<file path="src/rtl/rdf_pkg.sv">
package rdf_pkg;

    typedef enum logic [1:0] {
        RD_IDLE,
        RD_VALID,
        RD_SENTINEL,
        RD_ZEROED
    } rd_state_e;

    typedef enum logic [1:0] {
        FK_OPEN       = 2'd0,
        FK_SHORT_HI   = 2'd1,
        FK_SHORT_PAIR = 2'd2,
        FK_NEG_GND    = 2'd3
    } fault_kind_e;

    typedef enum logic [1:0] {
        LD_RAW,
        LD_SENTINEL,
        LD_ZERO
    } load_sel_e;

endpackage

</file>
<file path="src/rtl/rdf_chan.sv">
module rdf_chan
    import rdf_pkg::*;
#(
    parameter int TW = 8
) (
    input  logic          clk,
    input  logic          rst_n,
    input  logic          conv_done,
    input  logic [TW-1:0] raw_i,
    input  logic          fault_i,
    input  logic [1:0]    kind_i,
    input  logic          en_i,
    output logic [TW-1:0] reading_o,
    output logic          sentinel_o,
    output logic          fault_evt_o,
    output logic          err_evt_o
);

    localparam logic [TW-1:0] SENT = {1'b1, {(TW-1){1'b0}}};

    rd_state_e     state_q, state_d;
    load_sel_e     sel;
    logic [TW-1:0] load_val;

    // substitution decision: negative-to-ground keeps the measured value
    always_comb begin
        if (fault_i && en_i && (fault_kind_e'(kind_i) != FK_NEG_GND))
            sel = LD_SENTINEL;
        else if (fault_i && !en_i)
            sel = LD_ZERO;
        else
            sel = LD_RAW;
    end

    always_comb begin
        unique case (sel)
            LD_SENTINEL: load_val = SENT;
            LD_ZERO:     load_val = '0;
            default:     load_val = raw_i;
        endcase
    end

    // next-state: every transition is taken on the conversion strobe
    always_comb begin
        state_d = state_q;
        if (conv_done) begin
            if (load_val == SENT)
                state_d = RD_SENTINEL;
            else if (sel == LD_ZERO)
                state_d = RD_ZEROED;
            else
                state_d = RD_VALID;
        end
    end

    // state register
    always_ff @(posedge clk or negedge rst_n) begin
        if (!rst_n)
            state_q <= RD_IDLE;
        else
            state_q <= state_d;
    end

    // reading register
    always_ff @(posedge clk or negedge rst_n) begin
        if (!rst_n)
            reading_o <= '0;
        else if (conv_done)
            reading_o <= load_val;
    end

    // state-decoded outputs
    always_comb begin
        unique case (state_q)
            RD_SENTINEL: sentinel_o = 1'b1;
            RD_IDLE,
            RD_VALID,
            RD_ZEROED:   sentinel_o = 1'b0;
            default:     sentinel_o = 1'b0;
        endcase
    end

    assign fault_evt_o = conv_done && fault_i && en_i;
    assign err_evt_o   = conv_done && (load_val == SENT);

endmodule

</file>
<file path="src/rtl/rdf_sticky.sv">
module rdf_sticky #(
    parameter int N = 2
) (
    input  logic         clk,
    input  logic         rst_n,
    input  logic [N-1:0] set_i,
    input  logic [N-1:0] clr_i,
    output logic [N-1:0] q_o
);

    // set dominates a simultaneous clear
    always_ff @(posedge clk or negedge rst_n) begin
        if (!rst_n)
            q_o <= '0;
        else
            q_o <= (q_o & ~clr_i) | set_i;
    end

endmodule

</file>
<file path="src/rtl/rdf_zone_map.sv">
module rdf_zone_map #(
    parameter int NCH   = 2,
    parameter int NZONE = 3
) (
    input  logic [NCH-1:0]       active_i,
    input  logic [NCH*NZONE-1:0] mask_i,
    output logic [NZONE-1:0]     full_o
);

    for (genvar z = 0; z < NZONE; z++) begin : g_zone
        logic [NCH-1:0] hit;
        for (genvar c = 0; c < NCH; c++) begin : g_ch
            assign hit[c] = active_i[c] & mask_i[c*NZONE + z];
        end
        assign full_o[z] = |hit;
    end

endmodule

</file>
<file path="src/rtl/rdf_subst.sv">
module rdf_subst
    import rdf_pkg::*;
#(
    parameter int NCH   = 2,
    parameter int NZONE = 3,
    parameter int TW    = 8
) (
    input  logic                 clk,
    input  logic                 rst_n,
    input  logic                 conv_done,
    input  logic [NCH*TW-1:0]    raw_temp,
    input  logic [NCH-1:0]       fault_det,
    input  logic [NCH*2-1:0]     fault_kind,
    input  logic [NCH-1:0]       chan_en,
    input  logic [NCH*NZONE-1:0] zone_mask,
    input  logic [NCH-1:0]       fault_clr,
    input  logic [NCH-1:0]       err_clr,
    output logic [NCH*TW-1:0]    temp_reading,
    output logic [NCH-1:0]       fault_sts,
    output logic [NCH-1:0]       diode_err,
    output logic [NZONE-1:0]     fan_full
);

    logic [NCH-1:0] sent_act;
    logic [NCH-1:0] fault_evt;
    logic [NCH-1:0] err_evt;

    for (genvar c = 0; c < NCH; c++) begin : g_chan
        rdf_chan #(.TW(TW)) u_chan (
            .clk         (clk),
            .rst_n       (rst_n),
            .conv_done   (conv_done),
            .raw_i       (raw_temp[c*TW +: TW]),
            .fault_i     (fault_det[c]),
            .kind_i      (fault_kind[c*2 +: 2]),
            .en_i        (chan_en[c]),
            .reading_o   (temp_reading[c*TW +: TW]),
            .sentinel_o  (sent_act[c]),
            .fault_evt_o (fault_evt[c]),
            .err_evt_o   (err_evt[c])
        );
    end

    rdf_sticky #(.N(NCH)) u_fault_sts (
        .clk   (clk),
        .rst_n (rst_n),
        .set_i (fault_evt),
        .clr_i (fault_clr),
        .q_o   (fault_sts)
    );

    rdf_sticky #(.N(NCH)) u_diode_err (
        .clk   (clk),
        .rst_n (rst_n),
        .set_i (err_evt),
        .clr_i (err_clr),
        .q_o   (diode_err)
    );

    rdf_zone_map #(.NCH(NCH), .NZONE(NZONE)) u_zone (
        .active_i (sent_act),
        .mask_i   (zone_mask),
        .full_o   (fan_full)
    );

endmodule

</file>
<file path="config.mk">
export PLATFORM = sky130hd
export DESIGN_NAME = rdf_subst
export DESIGN_NICKNAME = d
export VERILOG_FILES = /design/src/rtl/rdf_pkg.sv /design/src/rtl/rdf_chan.sv /design/src/rtl/rdf_sticky.sv /design/src/rtl/rdf_zone_map.sv /design/src/rtl/rdf_subst.sv
export SDC_FILE = /design/constraint.sdc
export NUM_CORES = 1
export LEC_CHECK = 0
export BUFFER_PORTS_ARGS = -buffer_cell sky130_fd_sc_hd__clkbuf_2
export CELL_PAD_IN_SITES_DETAIL_PLACEMENT = 0
export CELL_PAD_IN_SITES_GLOBAL_PLACEMENT = 1
export CORE_MARGIN = 1.5
export CORE_UTILIZATION = 34
export CTS_CLUSTER_DIAMETER = 80
export DETAILED_ROUTE_END_ITERATION = 16
export PLACE_DENSITY_LB_ADDON = 0.1
export SLEW_MARGIN = 20
export SYNTH_ARGS = -nofsm -noshare
export SYNTH_HDL_FRONTEND = slang
export SYNTH_SLANG_ARGS = --single-unit
</file>
<file path="constraint.sdc">
create_clock -name clk -period 1.45 [get_ports clk]
set_clock_uncertainty 0.1 [all_clocks]
set_input_delay 0.0725 -clock clk [delete_from_list [all_inputs] [get_ports clk]]
set_output_delay 0.0725 -clock clk [all_outputs]
set_load 0.02 [all_outputs]
</file>
==> results.yml <==
logic_synthesis:
  ys_seq_area_share_pct: 51.4
  yosysTopAreaCellShare_pct: 51.4
  netlist_instances: 117
  synth-warning-count: 0
  ys_ff_latch: 24
  synth_cell_types: 32
  synth.avg_cell_area_um2: 9.98
  synthesis.nets: 154
  yosysTopAreaCell: "dfrtp_1"
  netlist_area_um2: 1170
  synth_area_leaders: "dfrtp_1, o22ai_2, inv_1"
timing:
  setup_viol_count_final: 0
  relSlewSlack_pct: 61.2
  drv_slew: 0
  rsz0062_at_grt: "no"
  fin_setup_tns_ns: 0
  fmax_mhz: 706
  hold_viol: 0
  period_minus_slack_ns: 1.42
  worstMarginPinSlew_ns: 0.581
  finalCritPeriodShare_pct: 97.6
placed_design:
  gp_congestion: 0.696
  port_buffers: 59
  hpwl_um: 1980
critical_path:
  path_max_fanout: 3
  critPathKind: "in -> reg"
  max_stage_delay_ns: 0.54
  critical_path.cell_chain: "dlygate4sd3_1 > clkbuf_2 > nor4_1 > a22oi_1 > o22a_1"
  slowest_stage: "dlygate4sd3_1"
  path_buf_inv: 2
  worst_setup_path_end_kind: "flop"
  start_kind: "input port"
  arrival_ns: 1.51
  worstPathRequired_ns: 1.55
  crit_family: "buffers and inverters"
cells_and_area:
  num_antenna_cells: 0
  drive_above_1_share_pct: 40.2
  final_common_cell: "clkbuf_2"
  fin_util_pct: 54.0
  nFillCells: 330
  finalNetCount: 237
  area_growth_pct: 53.2
  final_cell_mix: "clkbuf_2, dfrtp_1, dlygate4sd3_1"
  multi_input_area_um2: 450
  seq_area_um2: 601
clock_tree:
  cts_tree: "built"
  ctsHtreeMaxLevel: 1
  clock_path_buffers: 2
  clk_latency_ns: 0.30
  cts_sinks: 24
  cts_buffers: 3
  root_buffer: "clkbuf_4"
  clk_pin_slew_ns: 0.12
floorplanning:
  dieArea_um2: 3790
  start_util_pct: 35.3
  fp.dieH_um: 61.6
  pin_count: 60
  coreArea_um2: 3310
  placementRows: 21
  die_x_um: 61.6
route:
  drt_iter0_drc: 22
  route.detailed.drc: 0
  wire_per_inst_um: 11.2
  drt-vias-per-instance: 4.55
  vias: 1115
  ant_nets: 0
  dr.pass1.iters: 4
  routed_wl_um: 2750
global_route:
  grt_pass1_wl_um: 4110
  grt.overflow.total: 0
  grtUsageMet2_pct: 26.6
  grt_max_degree: 25
  grt_pass1_vias: 1002
  use_met3_pct: 1.89
  antenna_found_initial: 0
  grt_util_met1_pct: 17.7
  grt-busiest-layer: "met2"
  grt_use_total_pct: 14.7
power_and_ir_drop:
  peakVddDrop_mv: 0.487
  p_per_area_nw_per_um2: 919
  leakage_uw: 0.000896
flow_run:
  cap_violations: 0
run_status:
  status: "finished, final reports clean"
min_path:
  hold_path_class: "in -> reg"
==> registers in the layout (all words and copies together), names as in the netlist <==
signal                   count
u_fault_sts.q_o              2
g_chan.u_chan.reading_o     16
g_chan.u_chan.state_q        4
u_diode_err.q_o              2
==> metrics by stage <==
stage / cells / hold slack, ns / cell area [µm²] / power [µW] / setup WS, ns
finish: 245 / 0.0259 / 1790 / 1640 / 0.0343
global route: 245 / 0.0347 / 1790 / 1740 / 0.0125
floorplan: 117 / -0.323 / 1170 / 989 / 0.501
detailed placement: 218 / 0.00606 / 1500 / 1140 / 0.320
global placement: 218 / 0.00542 / 1500 / 1130 / 0.360
CTS: 245 / 0.00793 / 1780 / 1660 / 0.0212
==> final timing paths <==
| check | to | startpoint | cells after the start | slack [ns] |
|---|---|---|---|---|
| worst min-delay path | g_chan[0].u_chan.reading_o[7]$_DFFE_PN0P_ | raw_temp[7] | 3 | 0.03 |
| worst max-delay path | g_chan[0].u_chan.state_q[0]$_DFFE_PN0P_ | raw_temp[3] | 5 | 0.03 |
| worst max register to register | u_fault_sts.q_o[0]$_DFF_PN0_ | u_fault_sts.q_o[0]$_DFF_PN0_ | 3 | 0.18 |
| worst min register to register | g_chan[0].u_chan.reading_o[7]$_DFFE_PN0P_ | g_chan[0].u_chan.reading_o[7]$_DFFE_PN0P_ | 2 | 0.44 |
| min in group asynchronous | g_chan[0].u_chan.reading_o[5]$_DFFE_PN0P_ | rst_n | 2 | 0.18 |
| max in group asynchronous | u_fault_sts.q_o[1]$_DFF_PN0_ | rst_n | 2 | 0.68 |
==> kinds of logic after synthesis <==
group | count (synthesis) | share of synthesized area [%]
AOI/OAI and AO/OA | 34 | 25.2
buffers and inverters | 29 | 10.8
DFF | 24 | 51.4
and+or+nand+nor | 30 | 12.5
==> synth_stat cells <==
library cell / number
o22ai_2: 7
nand3b_1: 1
o22ai_1: 10
buf_4: 2
buf_2: 1
buf_6: 1
nor2_1: 2
a21boi_2: 1
a21oi_1: 1
nand2_1: 15
a32oi_1: 1
o211ai_2: 1
nor3_1: 1
nor4_1: 1
and2_1: 2
nand3_1: 4
or2_2: 1
nor4_2: 1
dfrtp_1: 24
a21boi_1: 1
inv_1: 23
clkbuf_1: 1
a22oi_1: 1
o21ai_0: 3
o221ai_2: 1
clkbuf_2: 1
o221ai_1: 1
nor2b_1: 1
nand2b_1: 1
o2bb2ai_1: 1
o22a_1: 2
a22o_1: 3
==> per-layer routing <==
| metal | share of wire (%) | vias to the layer above |
|---|---|---|
| met5 | 0 | - |
| met4 | 0.80 | 0 |
| met3 | 4.5 | 2 |
| met2 | 52 | 33 |
| met1 | 43 | 511 |
| li1 | - | 569 |
==> worst reg2reg max path, delay by kind of cell (launching register included) <==
kind | cells | cell delay (ns)
buffers and inverters | 2 | 0.61
flip-flops | 1 | 0.40
AO/OA/AOI/OAI | 1 | 0.07
==> where the power goes <==
part | switching, µW | leakage (µW) | total, µW | internal, µW
sequential | 32.3 | 0.000301 | 763 | 731
clock | 184 | 0.0000279 | 463 | 279
combinational | 229 | 0.000568 | 417 | 188
total | 445 | 0.000896 | 1640 | 1200
==> what timing repair did <==
item / 4_1_cts / 5_1_grt
hold endpoints to repair: 44 / 0
setup buffers: 0 / 0
gates resized for setup: 0 / 4
hold buffers: 23 / 0
endpoints found under the setup margin: 0 / 3
==> layout make-up <==
cell class | count | area share, %
sequential | 24 | 33.6
timing repair buffer | 84 | 30.2
multi-input combinational | 64 | 25.2
inverter | 23 | 4.83
tap | 46 | 3.22
clock inverter | 1 | 1.68
clock buffer | 3 | 1.26
Note: power is estimated with default switching activity, not from simulation.
